**src/rtl/spi_rd_pkg.sv**
```systemverilog
package spi_rd_pkg;

    localparam logic [7:0] OP_READ  = 8'h03;
    localparam logic [7:0] OP_IDENT = 8'h9E;

    localparam logic [7:0] ID_MFR  = 8'h20;
    localparam logic [7:0] ID_TYPE = 8'hBB;
    localparam logic [7:0] ID_CAP  = 8'h18;
    localparam logic [7:0] ID_LEN  = 8'h10;

    localparam int ID_FIXED = 4;
    localparam int ID_EXT   = 2;
    localparam int ID_CFG   = 14;
    // index of the first filler byte; the identification index stops here
    localparam int ID_LAST  = ID_FIXED + ID_EXT + ID_CFG;

    localparam int ADDR_BITS = 24;

    typedef enum logic [2:0] {
        ST_IDLE,
        ST_OPC,
        ST_ADDR,
        ST_RD,
        ST_ID,
        ST_SKIP
    } phase_e;

    // serial-bus events seen in the system clock domain
    typedef struct packed {
        logic sck_rise;
        logic sck_fall;
        logic sel;
        logic mosi;
    } spi_evt_t;

    // contents of array byte i
    function automatic logic [7:0] mem_init(input int unsigned i);
        logic [31:0] t;
        t = i * 32'd37 + 32'd90;
        return t[7:0];
    endfunction

    function automatic logic [7:0] id_byte(input logic [4:0] idx,
                                           input logic [15:0] ext,
                                           input logic [111:0] cfg);
        int unsigned k;
        int unsigned sh;
        k = 32'(idx);
        if (k == 0)                 return ID_MFR;
        else if (k == 1)            return ID_TYPE;
        else if (k == 2)            return ID_CAP;
        else if (k == 3)            return ID_LEN;
        else if (k == 4)            return ext[15:8];
        else if (k == 5)            return ext[7:0];
        else if (k < 32'(ID_LAST)) begin
            sh = 8 * (32'(ID_LAST) - 1 - k);
            return cfg[sh +: 8];
        end
        return 8'h00;
    endfunction

endpackage

```
**src/rtl/spi_in_sync.sv**
```systemverilog
module spi_in_sync
    import spi_rd_pkg::*;
#(
    parameter int STAGES = 2
) (
    input  logic     clk,
    input  logic     rst,
    input  logic     sck,
    input  logic     cs_n,
    input  logic     mosi,
    output spi_evt_t evt
);

    localparam int NPIN = 3;
    // reset levels: sck low, cs_n high, mosi low
    localparam logic [NPIN-1:0] RST_LVL = 3'b010;

    logic [NPIN-1:0] raw;
    logic [NPIN-1:0] sync;
    logic            sck_q;

    assign raw = {sck, cs_n, mosi};

    generate
        for (genvar g = 0; g < NPIN; g++) begin : g_pin
            logic [STAGES-1:0] chain;
            always_ff @(posedge clk) begin
                if (rst) chain <= {STAGES{RST_LVL[g]}};
                else     chain <= {chain[STAGES-2:0], raw[g]};
            end
            assign sync[g] = chain[STAGES-1];
        end
    endgenerate

    always_ff @(posedge clk) begin
        if (rst) sck_q <= 1'b0;
        else     sck_q <= sync[2];
    end

    always_comb begin
        evt.sck_rise = sync[2] & ~sck_q;
        evt.sck_fall = ~sync[2] & sck_q;
        evt.sel      = ~sync[1];
        evt.mosi     = sync[0];
    end

endmodule

```
**src/rtl/spi_cmd_ctrl.sv**
```systemverilog
module spi_cmd_ctrl
    import spi_rd_pkg::*;
(
    input  logic                 clk,
    input  logic                 rst,
    input  logic                 sel,
    input  logic                 sck_rise,
    input  logic                 mosi,
    input  logic                 busy,
    input  logic                 byte_end,
    output phase_e               phase,
    output logic [ADDR_BITS-1:0] ptr
);

    localparam int CNT_W = $clog2(ADDR_BITS) + 1;
    localparam logic [CNT_W-1:0] OPC_END  = CNT_W'(7);
    localparam logic [CNT_W-1:0] ADDR_END = CNT_W'(ADDR_BITS - 1);
    localparam logic [ADDR_BITS-1:0] ID_STOP = ADDR_BITS'(ID_LAST);

    logic [6:0]       op_sh;
    logic [CNT_W-1:0] cnt;
    logic [7:0]       op_full;

    assign op_full = {op_sh, mosi};

    always_ff @(posedge clk) begin
        if (rst) begin
            phase <= ST_IDLE;
            cnt   <= '0;
            op_sh <= '0;
            ptr   <= '0;
        end else if (!sel) begin
            phase <= ST_IDLE;
            cnt   <= '0;
        end else begin
            unique case (phase)
                ST_IDLE: begin
                    phase <= ST_OPC;
                    cnt   <= '0;
                end
                ST_OPC: if (sck_rise) begin
                    op_sh <= op_full[6:0];
                    cnt   <= cnt + 1'b1;
                    if (cnt == OPC_END) begin
                        cnt <= '0;
                        if (busy)                    phase <= ST_SKIP;
                        else if (op_full == OP_READ) phase <= ST_ADDR;
                        else if (op_full == OP_IDENT) begin
                            phase <= ST_ID;
                            ptr   <= '0;
                        end else                     phase <= ST_SKIP;
                    end
                end
                ST_ADDR: if (sck_rise) begin
                    ptr <= {ptr[ADDR_BITS-2:0], mosi};
                    cnt <= cnt + 1'b1;
                    if (cnt == ADDR_END) phase <= ST_RD;
                end
                ST_RD: if (byte_end) begin
                    ptr <= ptr + 1'b1;
                end
                ST_ID: if (byte_end && ptr != ID_STOP) begin
                    ptr <= ptr + 1'b1;
                end
                default: ;
            endcase
        end
    end

endmodule

```
**src/rtl/spi_byte_src.sv**
```systemverilog
module spi_byte_src
    import spi_rd_pkg::*;
#(
    parameter int             ADDR_W   = 6,
    parameter logic [15:0]    EXT_ID   = 16'h0000,
    parameter logic [111:0]   CFG_DATA = 112'h0
) (
    input  logic                 clk,
    input  logic                 rst,
    input  logic                 id_mode,
    input  logic [ADDR_BITS-1:0] ptr,
    output logic [7:0]           data
);

    localparam int DEPTH = 1 << ADDR_W;
    localparam logic [ADDR_BITS-1:0] ID_STOP = ADDR_BITS'(ID_LAST);

    logic [7:0] mem [DEPTH];
    logic [4:0] id_idx;

    always_ff @(posedge clk) begin
        if (rst) begin
            for (int i = 0; i < DEPTH; i++) mem[i] <= mem_init(i);
        end
    end

    // clamp so that every index past the table reads the filler byte
    assign id_idx = (ptr > ID_STOP) ? ID_STOP[4:0] : ptr[4:0];

    always_comb begin
        if (id_mode) data = id_byte(id_idx, EXT_ID, CFG_DATA);
        else         data = mem[ptr[ADDR_W-1:0]];
    end

endmodule

```
**src/rtl/spi_tx_shift.sv**
```systemverilog
module spi_tx_shift (
    input  logic       clk,
    input  logic       rst,
    input  logic       sel,
    input  logic       active,
    input  logic       sck_fall,
    input  logic [7:0] cur_byte,
    output logic       miso,
    output logic       oe,
    output logic       byte_end
);

    logic [6:0] rest;
    logic [2:0] bcnt;

    assign byte_end = sel && active && sck_fall && (bcnt == 3'd7);

    always_ff @(posedge clk) begin
        if (rst || !sel || !active) begin
            oe   <= 1'b0;
            miso <= 1'b0;
            rest <= '0;
            bcnt <= '0;
        end else if (sck_fall) begin
            oe   <= 1'b1;
            bcnt <= bcnt + 1'b1;
            if (bcnt == 3'd0) {miso, rest} <= cur_byte;
            else              {miso, rest} <= {rest, 1'b0};
        end
    end

endmodule

```
**src/rtl/spi_flash_reader.sv**
```systemverilog
module spi_flash_reader
    import spi_rd_pkg::*;
#(
    parameter int           ADDR_W      = 6,
    parameter int           SYNC_STAGES = 2,
    parameter logic [15:0]  EXT_ID      = 16'h0000,
    parameter logic [111:0] CFG_DATA    = 112'h0
) (
    input  logic clk,
    input  logic rst,
    input  logic spi_sck,
    input  logic spi_cs_n,
    input  logic spi_mosi,
    input  logic busy,
    output logic spi_miso,
    output logic spi_miso_oe
);

    spi_evt_t             evt;
    phase_e               phase;
    logic [ADDR_BITS-1:0] ptr;
    logic [7:0]           cur_byte;
    logic                 byte_end;
    logic                 streaming;

    assign streaming = (phase == ST_RD) || (phase == ST_ID);

    spi_in_sync #(.STAGES(SYNC_STAGES)) u_sync (
        .clk  (clk),
        .rst  (rst),
        .sck  (spi_sck),
        .cs_n (spi_cs_n),
        .mosi (spi_mosi),
        .evt  (evt)
    );

    spi_cmd_ctrl u_ctrl (
        .clk      (clk),
        .rst      (rst),
        .sel      (evt.sel),
        .sck_rise (evt.sck_rise),
        .mosi     (evt.mosi),
        .busy     (busy),
        .byte_end (byte_end),
        .phase    (phase),
        .ptr      (ptr)
    );

    spi_byte_src #(
        .ADDR_W   (ADDR_W),
        .EXT_ID   (EXT_ID),
        .CFG_DATA (CFG_DATA)
    ) u_src (
        .clk     (clk),
        .rst     (rst),
        .id_mode (phase == ST_ID),
        .ptr     (ptr),
        .data    (cur_byte)
    );

    spi_tx_shift u_tx (
        .clk      (clk),
        .rst      (rst),
        .sel      (evt.sel),
        .active   (streaming),
        .sck_fall (evt.sck_fall),
        .cur_byte (cur_byte),
        .miso     (spi_miso),
        .oe       (spi_miso_oe),
        .byte_end (byte_end)
    );

endmodule

```
**config.mk**
```make
export PLATFORM = sky130hd
export DESIGN_NAME = spi_flash_reader
export DESIGN_NICKNAME = d
export VERILOG_FILES = /design/src/rtl/spi_rd_pkg.sv /design/src/rtl/spi_in_sync.sv /design/src/rtl/spi_cmd_ctrl.sv /design/src/rtl/spi_byte_src.sv /design/src/rtl/spi_tx_shift.sv /design/src/rtl/spi_flash_reader.sv
export SDC_FILE = /design/constraint.sdc
export NUM_CORES = 1
export LEC_CHECK = 0
export BUFFER_PORTS_ARGS = -buffer_cell sky130_fd_sc_hd__buf_2
export CAP_MARGIN = 40
export CORE_MARGIN = 2
export CORE_UTILIZATION = 65
export CTS_CLUSTER_SIZE = 12
export DETAILED_ROUTE_END_ITERATION = 8
export PLACE_DENSITY = 0.82
export REMOVE_ABC_BUFFERS = 1
export SKIP_LAST_GASP = 1
export SLEW_MARGIN = 20
export SYNTH_ARGS = -nofsm -noshare
export SYNTH_HDL_FRONTEND = slang
export SYNTH_HIERARCHICAL = 1
export SYNTH_SLANG_ARGS = --single-unit
```
**constraint.sdc**
```tcl
create_clock -name clk -period 6.6 [get_ports clk]
set_input_delay 0.66 -clock clk [delete_from_list [all_inputs] [get_ports clk]]
set_output_delay 0.66 -clock clk [all_outputs]
set_load 0.1 [all_outputs]
```
Word level (Yosys, flattened, before mapping)
Memories as Yosys holds them, arrays and structs flattened. A register that Yosys moved wholly into a read port is not among the register bits.
Cells that the tools add are included.
W data, S select, Z words.
- bits in registers: 59
- bits in writable memories: 512
- input bits: 6
- logic and storage cells: 112
- memories: 1
- $add $sub $neg: 4
- magnitude comparators: 2
- eq/ne operators: 24
- shift operators: 1
- multiplexer cells: 45
- bitwise logic cells: 5
- reduce and logical (&&, ||, !) cells: 18
- memory list (memory ; words ; bits a word ; rd ports ; clocked after Yosys merged registers in ; wr ports ; line ; text):
    u_src.mem ; 64 ; 8 ; 1 ; 1 ; 64 ; spi_byte_src.sv:18 ; logic [7:0] mem [DEPTH];
- operators with widths (kind ; count):
    $mux W24 ; 8
    $shiftx A112 B33 Y8 const A ; 1
    $pmux W24 S4 ; 1
    $mux W8 ; 9
    $mux W6 ; 5
    $add A24 B1 Y24 const B ; 1
    $gt A24 B5 Y1 const B ; 1
    $ne A24 B5 Y1 const B ; 1
    $mux W3 ; 6
    $pmux W6 S3 ; 1
    $mux W1 ; 12
    $ne A2 B1 Y1 const B ; 6
    $eq A5 B2 Y1 const B ; 2
    $eq A5 B3 Y1 const B ; 2
    $reduce_and A10 Y1 ; 1
    $pmux W3 S3 ; 1
    $eq A8 B2 Y1 const B ; 1
    $eq A8 B8 Y1 const B ; 1
    $mux W7 ; 1
    $add A6 B1 Y6 const B ; 1
    $eq A3 B2 Y1 const B ; 2
    $eq A3 B3 Y1 const B ; 2
    $eq A6 B3 Y1 const B ; 1
    $eq A6 B5 Y1 const B ; 1
    other kinds (19) ; 31

Depth between registers and ports, before layout
Gate-level depths: netlist (run 1).
- word-level depth: 14
- gate-level depth with buffers: 11
- mapped depth without buffers: 9

Hierarchy
Netlist (run 1), hierarchy kept.
- modules (own cells, without submodules) (module ; instances ; cells each ; area each (sq um)):
    spi_cmd_ctrl ; 1 ; 304 ; 2449.8
    spi_byte_src ; 1 ; 89 ; 618.1
    spi_tx_shift ; 1 ; 64 ; 549.3
    spi_in_sync ; 1 ; 18 ; 207.7
    spi_flash_reader ; 1 ; 3 ; 23.8

Worst setup path before layout (run 1)
No wires, ideal clock.
- path type: register to register
- start: register u_ctrl.phase[2]
- end: register u_ctrl.ptr[6]
- setup time: 0.131 ns
- data arrival time: 2.224 ns
- required time: 6.469 ns
- path slack: 4.245 ns
- cell stages (with the launch flop): 11
- buffers on the path: 1
- cells stage by stage: dfxtp_1 > nor3b_2 > o21bai_1 > and4_1 > mux2i_1 > mux2_4 > a2bb2oi_2 > a211o_4 > buf_6 > a221oi_2 > nor3_2
- word-level cells in the longest chain between the ends: 8
- ends and longest elaborated chain (what ; line ; text):
    start, declared ; spi_cmd_ctrl.sv:11 ; output phase_e phase,
    start signal, assigned ; spi_cmd_ctrl.sv:28 ; phase <= ST_IDLE;
    start signal, assigned ; spi_cmd_ctrl.sv:33 ; phase <= ST_IDLE;
    start signal, assigned ; spi_cmd_ctrl.sv:38 ; phase <= ST_OPC;
    $eq A3 B2 Y1 or $eq A3 B3 Y1 (tied branches) ; spi_flash_reader.sv:26 ; assign streaming = (phase == ST_RD) || (phase == ST_ID);
    $logic_or A1 B1 Y1 * ; spi_flash_reader.sv:26 ;
    via streaming ; spi_flash_reader.sv:24 ; logic streaming;
    $logic_and A1 B1 Y1 * (3 in a row) ; spi_tx_shift.sv:16 ; assign byte_end = sel && active && sck_fall && (bcnt == 3'd7);
    via byte_end ; spi_flash_reader.sv:23 ; logic byte_end;
    $logic_and A1 B1 Y1 ; spi_cmd_ctrl.sv:62 ; ST_ID: if (byte_end && ptr != ID_STOP) begin
    $ne A2 B2 Y1 (no line) ; n/a ;
    $reduce_and A10 Y1 (no line) * ; n/a ;
    end signal, assigned ; spi_cmd_ctrl.sv:55 ; ptr <= {ptr[ADDR_BITS-2:0], mosi};
    end signal, assigned ; spi_cmd_ctrl.sv:60 ; ptr <= ptr + 1'b1;
    end signal, assigned ; spi_cmd_ctrl.sv:63 ; ptr <= ptr + 1'b1;
    end, declared ; spi_cmd_ctrl.sv:12 ; output logic [ADDR_BITS-1:0] ptr
The timed path passes the listed nets; every way through them passes the cells marked *.
A chain may end at the register's enable or synchronous reset.

Worst setup path in the final report (run 1)
- start: register u_ctrl.phase[2]
- end: register u_ctrl.ptr[0]
The elaborated chain is that of the path after synthesis.

==> metrics.yaml, run 1 <==
power_and_ir_drop:
  power_leakage_nw: 1.39
  p_per_area_mw_per_mm2: 175
  ir_worst_vdd_uv: 155
  finalPower_mw: 0.707
sta:
  worst_pin_slew_ps: 786
  fmax_ghz: 0.323
  final-setup-viol-count: 0
  rsz0062_at_grt: "false"
  maxSlewHeadroom: 0.475
  period_share: 0.469
  hold_violations: 0
  timing.final.ws_setup_ps: 3510
  fin_crit_ps: 3090
  drv_slew: 0
  fin_setup_tns_ps: 0
  fin_skew_ps: 4.60
floorplanning:
  initial_core_util: 0.662
  fp-row-count: 28
  die_w_um: 81.0
  dieArea_mm2: 0.00655
  die-height_um: 81.0
  pin_count: 8
  core_mm2: 0.00582
routing:
  vias_per_cell: 6.43
  first_iter_violations: 233
  wl_per_cell_um: 15.5
  dr.pass1.iters: 5
  vias: 3515
  ant_nets: 0
  wl_um: 8460
  drc: 0
global_routing:
  grt_max_degree: 42
  grt_overflow: 0
  grt_antenna_before_repair: 0
  grt_usage: 0.270
  grt_pass1_wl_um: 13900
  grt_pass1_vias: 3149
synth:
  yosys-top-cells-count: "59 x dfxtp_1, 59 x nor2_1, 41 x nand2_1"
  synth_seq_area_share: 0.307
  synth_top_area_share: 0.307
  synth_top_cell_by_area: "dfxtp_1"
  synth_edf_count: 0
  synth_ff_type: "dfxtp_1"
  synth_area_mm2: 0.00385
  syn_area_per_cell_um2: 8.05
  netlist_instances: 478
  synth_seq_cells: 59
  ys_async_sr_fraction: 0
  yosys.cell_types.count: 71
  yosysWarnings: 6
  synth_area_leaders: "dfxtp_1 31%, nor2_1 5.8%, a21oi_1 4.4%, mux2i_1 4.2%, nand2_1 4.0%"
finish:
  final_cell_area_mm2: 0.00404
  drive_gt1_frac: 0.114
  nets: 485
  n_antenna_cell: 0
  fillers: 475
  area_delta_synth_final_pct: 4.84
worst_setup_path:
  critPathLaunch: "u_ctrl/phase[2]"
  cp.arrival_ps: 3280
  reg2reg_depth: 9
  required_ps: 6780
  end_kind: "flip-flop"
  reg2reg_slack_ps: 3510
  critPathMaxFanout: 26
  timing.rr.start: "u_ctrl/phase[2]"
  rr_endpoint: "u_ctrl/ptr[0]"
  worstSetupStartpointType: "flip-flop"
  critical_path_class: "flip-flop to flip-flop"
worst_hold_path:
  min_to: "u_sync/g_pin[1].chain[1]"
  hold_class: "flip-flop to flip-flop"
  min_from: "u_sync/g_pin[1].chain[0]"
  holdPathStages: 1
place:
  placed_area_mm2: 0.00383
  portBuffers: 7
  place.detailed.hpwl_um: 5520
  place_ws_ps: 3560
  place_congestion: 0.875
clock_tree:
  ctsRootBufferMaster: "clkbuf_8"
  cts.path.max_buffers: 2
  cts_buffers: 9
  path_clk_slew_ps: 60
  cts_setup_buffers: 0
  cts.sinks: 59
  cts_tree: "built"
  clkLatencyLatePin_ps: 340
  cts.repair.resized: 0
  hold_buffers: 0
  htree_levels: 3
run_status:
  status: "finished, final reports clean"
run:
  max_cap_viol_count: 0
[power breakdown]
part           internal, mW  total [mW]  switching (mW)
clock network         0.193       0.328           0.136
registers             0.358       0.360         0.00188
logic               0.00636      0.0184          0.0120
[sequential cells by signal, indices dropped and copies added (netlist names), 3 cells and up]
signal,flops
u_ctrl/cnt,6
u_ctrl/op_sh,7
u_ctrl/phase,3
u_ctrl/ptr,24
u_sync/g_pin.chain,6
u_tx/bcnt,3
u_tx/rest,7
[how the worst max path moves through the flow]
stage	endpoint	slack (ps)	cells past startpoint
2_1_floorplan	u_ctrl/ptr[13]	3470	8
3_3_place_gp	u_ctrl/ptr[18]	3700	9
3_5_place_dp	u_ctrl/ptr[18]	3560	9
4_1_cts	u_ctrl/ptr[18]	3550	9
5_1_grt	u_ctrl/ptr[0]	3330	9
6_report	u_ctrl/ptr[0]	3510	9
[cells in the final DEF, fill, tap and decap left out, drive strengths merged, types with 3 or more instances in the layout]
cell type	synthesis	layout
clkbuf	9	13
or2	6	6
a21oi	35	35
a31oi	7	7
xnor2	13	13
a211oi	6	6
a311oi	9	9
o22ai	3	3
nor3b	3	3
nand4	9	9
nor3	13	13
buf	25	13
xor2	4	4
ha	11	11
o211ai	6	6
mux2	3	3
o21ai	24	24
o31ai	9	9
nand2	42	42
o41ai	3	3
and3	4	4
nor2	60	60
nand2b	8	8
dfxtp	59	59
nand3	20	20
a221oi	8	8
inv	9	9
nor4b	4	4
nor4	11	11
nor2b	11	11
mux2i	16	16
[final cells by class]
class,count,area (um^2),share of cell area
multi-input combinational,376,2430,0.602
sequential,59,1180,0.293
tap,75,93.8,0.0233
clock buffer,13,159,0.0394
inverter,9,33.8,0.00837
clock inverter,2,35.0,0.00868
timing repair buffer,13,103,0.0254
[metal layers]
layer / routed length [um] / part of all wire / GRT usage
met5: 0 / 0 / 0
met4: 103 / 0.012 / 0.114
met3: 495 / 0.059 / 0.0633
met2: 3960 / 0.47 / 0.447
met1: 3900 / 0.46 / 0.337
[worst max-delay path: stages (launching register included)]
cell and delay, ps:
dfxtp_1 490, nor3b_2 620, o21bai_1 220, and4_1 250, mux2i_1 90, mux2_4 280, a2bb2oi_2 150, a211o_4 450
a221oi_1 300, a211oi_1 100
[logic make-up (layout without fill, tap and decap cells)]
group	after synthesis	in the layout	share of synthesized area
muxes	19	19	0.0514
DFF	59	59	0.307
xor gates and xnor gates	17	17	0.0387
adders and majority gates	11	11	0.0358
AOI/OAI and AO/OA	126	126	0.229
and+or+nand+nor	203	203	0.277
buffers and inverters	43	37	0.0618
[through the flow]
stage | instances | utilization | hold WS (ps)
floorplan | 444 | - | 383
global placement | 529 | 0.653 | 386
detailed placement | 531 | 0.658 | 389
CTS | 546 | 0.691 | 404
global route | 547 | 0.694 | 462
finish | 547 | 0.694 | 405
(Power assumes the default switching activity.)
==> run 2, diff against run 1 <==
- ABC_AREA: default -> 1
- CORE_UTILIZATION: 65 -> 57
- PLACE_DENSITY: 0.82 -> 0.76
- clock period: 6.6 -> 2.8 ns (I/O delays scaled with it)
==> run 2 against run 1 <==
Sequential cell count unchanged. Combinational power increased to 5.8 times the previous value. Area after synthesis is 14% higher. Fmax is 37% higher. Utilization fell by 6.1 points. Critical path type unchanged. Critical endpoint is now u_tx/rest[3]. Largest cell class unchanged. Highest routed layer unchanged.
==> metrics.yaml, run 2 <==
finish:
  drive_gt1_frac: 0.0720  # -0.0424
  regMostFlops: "u_ctrl/ptr"
  multi_input_area_mm2: 0.00270  # +11%
  fillers: 712  # +50%
  nets: 790  # +63%
  n_antenna_cell: 0  # unchanged
  final_cell_mix: "221 x nand2_1, 172 x nor2_1, 87 x inv_1"
  largestRegisters: "u_ctrl/ptr x24, u_ctrl/op_sh x7, u_tx/rest x7"
  finalNonFillerCells: 877  # +60%
  register_area_mm2: 0.00118  # unchanged
  final_common_cell: "nand2_1"
  largest_reg_flops: 24  # unchanged
  area_delta_synth_final_pct: 6.10
sta:
  drv_slew: 0  # unchanged
  fin_hold_ws_ps: 106  # -298 ps
  final-setup-viol-count: 0  # unchanged
  worst_pin_slew_ps: 594  # -192 ps
  fmax_ghz: 0.442  # +37%
  maxSlewHeadroom: 0.604  # +0.128
  period_share: 0.808  # +0.340
  fin_skew_ps: 12.2  # +7.61 ps
  hold_violations: 0  # unchanged
  fin_setup_tns_ps: 0  # unchanged
  fin_crit_ps: 2260  # -830 ps
  rsz0062_at_grt: "false"
synth:
  syn_area_per_cell_um2: 5.67  # -30%
  synth_ff_type: "dfxtp_1"
  synth_seq_area_share: 0.270  # -0.0366
  synth_seq_cells: 59  # unchanged
  synth_top_cell_by_area: "dfxtp_1"
  synth_top_area_share: 0.270  # -0.0366
  netlist_instances: 771  # +61%
  yosys.cell_types.count: 37  # -48%
  yosysMostFrequentCell: "nand2_1"
  synth_area_leaders: "dfxtp_1 27%, nand2_1 19%, nor2_1 15%, nand3_1 8.6%, inv_1 7.5%"
  ys_async_sr_fraction: 0  # unchanged
  synth_area_mm2: 0.00437  # +14%
  yosys-top-cells-count: "221 x nand2_1, 172 x nor2_1, 87 x inv_1"
  yosysWarnings: 6  # unchanged
  synth_edf_count: 0  # unchanged
clock_tree:
  htree_levels: 3  # unchanged
  path_clk_slew_ps: 80  # +20 ps
  cts.sinks: 59  # unchanged
  cts_setup_buffers: 0  # unchanged
  cts_buffers: 9  # unchanged
  ctsRootBufferMaster: "clkbuf_8"
  cts_tree: "built"
  hold_buffers: 0  # unchanged
  cts.repair.resized: 0  # unchanged
  clkLatencyLatePin_ps: 350  # about the same
  cts.path.max_buffers: 2  # unchanged
worst_setup_path:
  worstSetupStartpointType: "flip-flop"
  required_ps: 3050  # -3730 ps
  cp.arrival_ps: 2510  # -770 ps
  timing.rr.start: "u_ctrl/ptr[1]"
  end_kind: "flip-flop"
  cpMostUsedCell: "nand2_1"
  critical_path_class: "flip-flop to flip-flop"
  cp_cell_sequence: "inv_1, ha_1, inv_1, nand2_1, nand2_1, nand2_1, nand2_2, nor2_4, nand3_2, inv_1, nand2_1, nand2_1, nand2_1, nand2_1, nand3_1, nand3_1, nand2_1, inv_1"
  critPathLaunch: "u_ctrl/ptr[1]"
  critPathMaxFanout: 12  # -54%
  slowest_stage: "dfxtp_1"
  max_stage_delay_ps: 610  # about the same
global_routing:
  grt_pass1_wl_um: 19000  # +37%
  grt_antenna_before_repair: 0  # unchanged
  grt_overflow: 0  # unchanged
  grt_max_degree: 33  # -21%
  grt_usage: 0.275  # +0.00499
  grt_pass1_vias: 4246  # +35%
floorplanning:
  dieArea_mm2: 0.00838  # +28%
  pin_count: 8  # unchanged
  die-height_um: 91.6  # +13%
  fp-row-count: 31  # +11%
  initial_core_util: 0.596  # -0.0658
  die_w_um: 91.6  # +13%
  core_mm2: 0.00733  # +26%
routing:
  drc: 0  # unchanged
  first_iter_violations: 455  # +95%
  vias_per_cell: 5.32  # -17%
  vias: 4667  # +33%
  wl_met2_um: 4750  # +20%
  wl_um: 10900  # +29%
  drt-met1-wl_um: 5130  # +32%
  wl_met3_um: 767  # +55%
  top_layer: "met4"
  wl_per_cell_um: 12.4  # -20%
  ant_nets: 0  # unchanged
  dr.pass1.iters: 5  # unchanged
power_and_ir_drop:
  ir_worst_vdd_uv: 380  # +150%
  power_leakage_nw: 2.21  # +60%
  finalPower_mw: 1.78  # +150%
  p_per_area_mw_per_mm2: 383  # +120%
place:
  place.detailed.hpwl_um: 7790  # +41%
  portBuffers: 7  # unchanged
  placedCellCount: 861  # +62%
  place_congestion: 0.931  # +6.5%
worst_hold_path:
  min_from: "spi_cs_n"
  hold_class: "input pin to flip-flop"
run_status:
  status: "finished, final reports clean"
run:
  max_cap_viol_count: 0  # unchanged
==> run 2: cell count changes in the layout (fill, tap and decap cells not counted), sizes merged, moves of 8 or more <==
| cell | delta |
|---|---|
| a21oi | -10 |
| inv | +86 |
| mux2i | -16 |
| nand2b | -8 |
| nor4 | -11 |
| nor2b | -11 |
| xnor2 | -13 |
| nand3 | +57 |
| o31ai | -9 |
| o21ai | +18 |
| a221oi | -8 |
| nor2 | +122 |
| nand2 | +186 |
| a311oi | -9 |
==> run 2: cell families (layout without fill, tap and decap cells) <==
| logic type | after synthesis | in the layout | synth area share |
|---|---|---|---|
| AND/OR/NAND/NOR | 506 | 506 | 0.488 |
| adder cells (fa/ha/maj) | 11 | 11 | 0.0315 |
| AO/OA/AOI/OAI | 77 | 77 | 0.0942 |
| XOR/XNOR | 2 | 2 | 0.00401 |
| buffers and inverters | 116 | 123 | 0.112 |
| flip-flops | 59 | 59 | 0.270 |
==> run 2: critical path, delay by kind of cell, from the launching register on <==
family / cells / cell delay (ps)
adder cells (fa/ha/maj): 1 / 260
AND/OR/NAND/NOR: 13 / 880
flip-flops: 1 / 610
buffers and inverters: 4 / 400
==> run 2: worst paths after layout <==
path | cells past startpoint | end | slack, ps
worst max-delay path | 18 | u_tx/rest[3] | 540
worst min-delay path | 3 | u_sync/g_pin[1].chain[0] | 110
worst max register to register | 18 | u_tx/rest[3] | 540
worst min register to register | 2 | u_sync/g_pin[2].chain[1] | 400
==> run 2: final cells by class <==
| type | instances | share of cell area |
|---|---|---|
| clock buffer | 10 | 0.0297 |
| clock inverter | 6 | 0.0138 |
| inverter | 95 | 0.0775 |
| multi-input combinational | 596 | 0.582 |
| sequential | 59 | 0.255 |
| tap | 99 | 0.0267 |
| timing repair buffer | 12 | 0.0157 |
==> run 2: layer usage <==
metal | up-vias | track usage
met5 | - | 0
met4 | 0 | 0.0770
met3 | 21 | 0.0680
met2 | 151 | 0.434
met1 | 2078 | 0.373
li1 | 2417 | -
==> run 2: stage by stage <==
step                      area [um^2]   util  setup slack, ps
after global routing             4640  0.632              267
after global placement           4430  0.605              653
final                            4640  0.632              537
after floorplan                  4240      -              578
after detailed placement         4430  0.605              597
after CTS                        4640  0.632              579
==> run 2: where the power goes <==
group | switching, mW | internal, mW | leakage [nW]
clock | 0.378 | 0.435 | 0.0987
combinational | 0.0710 | 0.0357 | 1.64
sequential | 0.00977 | 0.847 | 0.477
total | 0.459 | 1.32 | 2.21
==> run 3, diff against run 2 <==
- CORE_UTILIZATION: 57 -> 63
- PLACE_DENSITY: 0.76 -> 0.8
- clock period: 2.8 -> 2.3 ns (I/O delays scaled with it)
==> run 3 against run 2 <==
Register-to-register slack got worse by 300 ps. Critical path depth down 4. Sequential cell count stayed put. Utilization rose by 6.0 points.
==> metrics.yaml, run 3 (synthesis results as in run 2) <==
place:
  portBuffers: 7  # unchanged
  placed_area_mm2: 0.00446  # +0.65%
  place_ws_ps: 208  # -389 ps
  place_congestion: 0.944  # +1.3%
  placedCellCount: 849  # -1.4%
  place.detailed.hpwl_um: 7840  # +0.63%
clock_tree:
  cts.repair.resized: 0  # unchanged
  ctsRootBufferMaster: "clkbuf_8"
  cts_buffers: 9  # unchanged
  htree_levels: 3  # unchanged
  cts_tree: "built"
  clkLatencyLatePin_ps: 340  # about the same
  hold_buffers: 0  # unchanged
  cts.path.max_buffers: 2  # unchanged
  path_clk_slew_ps: 70  # about the same
  cts.sinks: 59  # unchanged
  cts_setup_buffers: 0  # unchanged
worst_setup_path:
  critPathMaxFanout: 9  # -3
  critical_path_class: "flip-flop to flip-flop"
  worstSetupStartpointType: "flip-flop"
  timing.rr.start: "u_ctrl/phase[1]"
  critPathLaunch: "u_ctrl/phase[1]"
  rr_endpoint: "u_ctrl/ptr[3]"
  reg2reg_slack_ps: 240  # -300 ps
  required_ps: 2570  # -480 ps
  cp.arrival_ps: 2330  # -180 ps
  reg2reg_depth: 14  # -4
  end_kind: "flip-flop"
worst_hold_path:
  hold_class: "input pin to flip-flop"
  min_from: "spi_cs_n"
  min_to: "u_sync/g_pin[1].chain[0]"
  holdPathStages: 3  # unchanged
routing:
  drc: 0  # unchanged
  first_iter_violations: 380  # -16%
  wl_per_cell_um: 12.8  # +2.9%
  wl_um: 11100  # +1.6%
  dr.pass1.iters: 4  # -1
  vias: 4728  # +1.3%
  ant_nets: 0  # unchanged
  vias_per_cell: 5.46  # +2.6%
global_routing:
  grt_pass1_vias: 4173  # -1.7%
  grt_usage: 0.298  # +0.0231
  grt_overflow: 0  # unchanged
  grt_antenna_before_repair: 0  # unchanged
  grt_pass1_wl_um: 18300  # -3.8%
  grt_max_degree: 33  # unchanged
sta:
  fin_setup_tns_ps: 0  # unchanged
  fin_skew_ps: 11.3  # -0.901 ps
  fin_crit_ps: 2060  # -204 ps
  timing.final.ws_setup_ps: 241  # -296 ps
  drv_slew: 0  # unchanged
  fmax_ghz: 0.486  # +9.9%
  rsz0062_at_grt: "false"
  maxSlewHeadroom: 0.604  # +0.000972
  worst_pin_slew_ps: 593  # -1.46 ps
  final-setup-viol-count: 0  # unchanged
  hold_violations: 0  # unchanged
  period_share: 0.895  # +0.0870
run:
  max_cap_viol_count: 0  # unchanged
power_and_ir_drop:
  p_switching_mw: 0.567  # +24%
  p_per_area_mw_per_mm2: 459  # +20%
  p_clk_frac: 0.452  # -0.006
  ir_worst_vdd_uv: 384  # +1.0%
  p_sw_frac: 0.264  # +0.00570
  finalPower_mw: 2.15  # +21%
  power_leakage_nw: 2.25  # +1.5%
  combPwrFrac: 0.063  # +0.003
  p_seq_frac: 0.485  # +0.003
  p_int_mw: 1.58  # +20%
finish:
  largestRegisters: "u_ctrl/ptr x24, u_ctrl/op_sh x7, u_tx/rest x7"
  drive_gt1_frac: 0.0814  # +0.00945
  n_antenna_cell: 0  # unchanged
  nets: 798  # +1.0%
  final_cell_mix: "221 x nand2_1, 172 x nor2_1, 87 x inv_1"
  finalNonFillerCells: 866  # -1.3%
  final_cell_area_mm2: 0.00468  # +0.97%
  final_common_cell: "nand2_1"
  fillers: 611  # -14%
  largest_reg_flops: 24  # unchanged
  regMostFlops: "u_ctrl/ptr"
  area_delta_synth_final_pct: 7.13
floorplanning:
  dieArea_mm2: 0.00762  # -9.1%
  initial_core_util: 0.647  # +0.0507
  core_mm2: 0.00676  # -7.8%
  die_w_um: 87.3  # -4.7%
  die-height_um: 87.3  # -4.7%
  pin_count: 8  # unchanged
  fp-row-count: 30  # -3.2%
run_status:
  status: "finished, final reports clean"
==> run 3: cell count changes in the layout (fill, tap and decap cells not counted), sizes merged <==
| cell | delta |
|---|---|
| nand3 | +1 |
| buf | +7 |
| clkinv | +1 |
| clkbuf | -1 |
==> run 3: layer usage <==
layer,vias up,track usage,wire (um)
li1,2438,-,-
met1,2092,0.406,5030
met2,174,0.483,4950
met3,24,0.0531,890
met4,0,0.0881,188
met5,-,0,0
==> run 3: worst max-delay path by stage <==
stage                     slack (ps)  cells past startpoint        endpoint
final                            240                     14   u_ctrl/ptr[3]
after detailed placement         210                     14  u_ctrl/ptr[14]
after floorplan                   80                     13  u_ctrl/ptr[14]
after CTS                        190                     14  u_ctrl/ptr[14]
after global routing              40                     14  u_ctrl/ptr[14]
after global placement           260                     13   u_ctrl/ptr[0]
==> run 3: power by group through the flow <==
| stage | sequential, mW | clock [mW] | combinational (mW) |
|---|---|---|---|
| 6_report | 1.04 | 0.971 | 0.135 |
| 5_1_grt | 1.04 | 1.03 | 0.154 |
| 4_1_cts | 1.04 | 0.994 | 0.132 |
| 3_5_place_dp | 1.06 | 0 | 0.131 |
| 3_3_place_gp | 1.06 | 0 | 0.128 |
| 2_1_floorplan | 1.06 | 0 | 0.0945 |
==> run 3: layout make-up <==
cell class	instances	area [um^2]	area share
clock buffer	9	124	0.0265
clock inverter	7	76.3	0.0163
inverter	95	359	0.0767
multi-input combinational	597	2720	0.580
sequential	59	1180	0.252
tap	80	100	0.0214
timing repair buffer	19	125	0.0267
==> run 3: worst max-delay path: stages (launching register included) <==
cell and delay (ps):
dfxtp_1 490, nand3_1 110, nand2_1 90, nand2_1 50
nor2_1 180, inv_1 60, nand2_1 60, nand2_1 40
nor2_1 150, nand2_2 80, inv_2 140, nand2_1 110
nor2_4 240, nor2_1 60, nor2_1 120
==> run 3: stage by stage <==
stage                util  hold WS (ps)
floorplan               -           301
global placement    0.661           391
detailed placement  0.661           400
CTS                 0.690          49.7
global route        0.693          54.7
finish              0.693          64.5
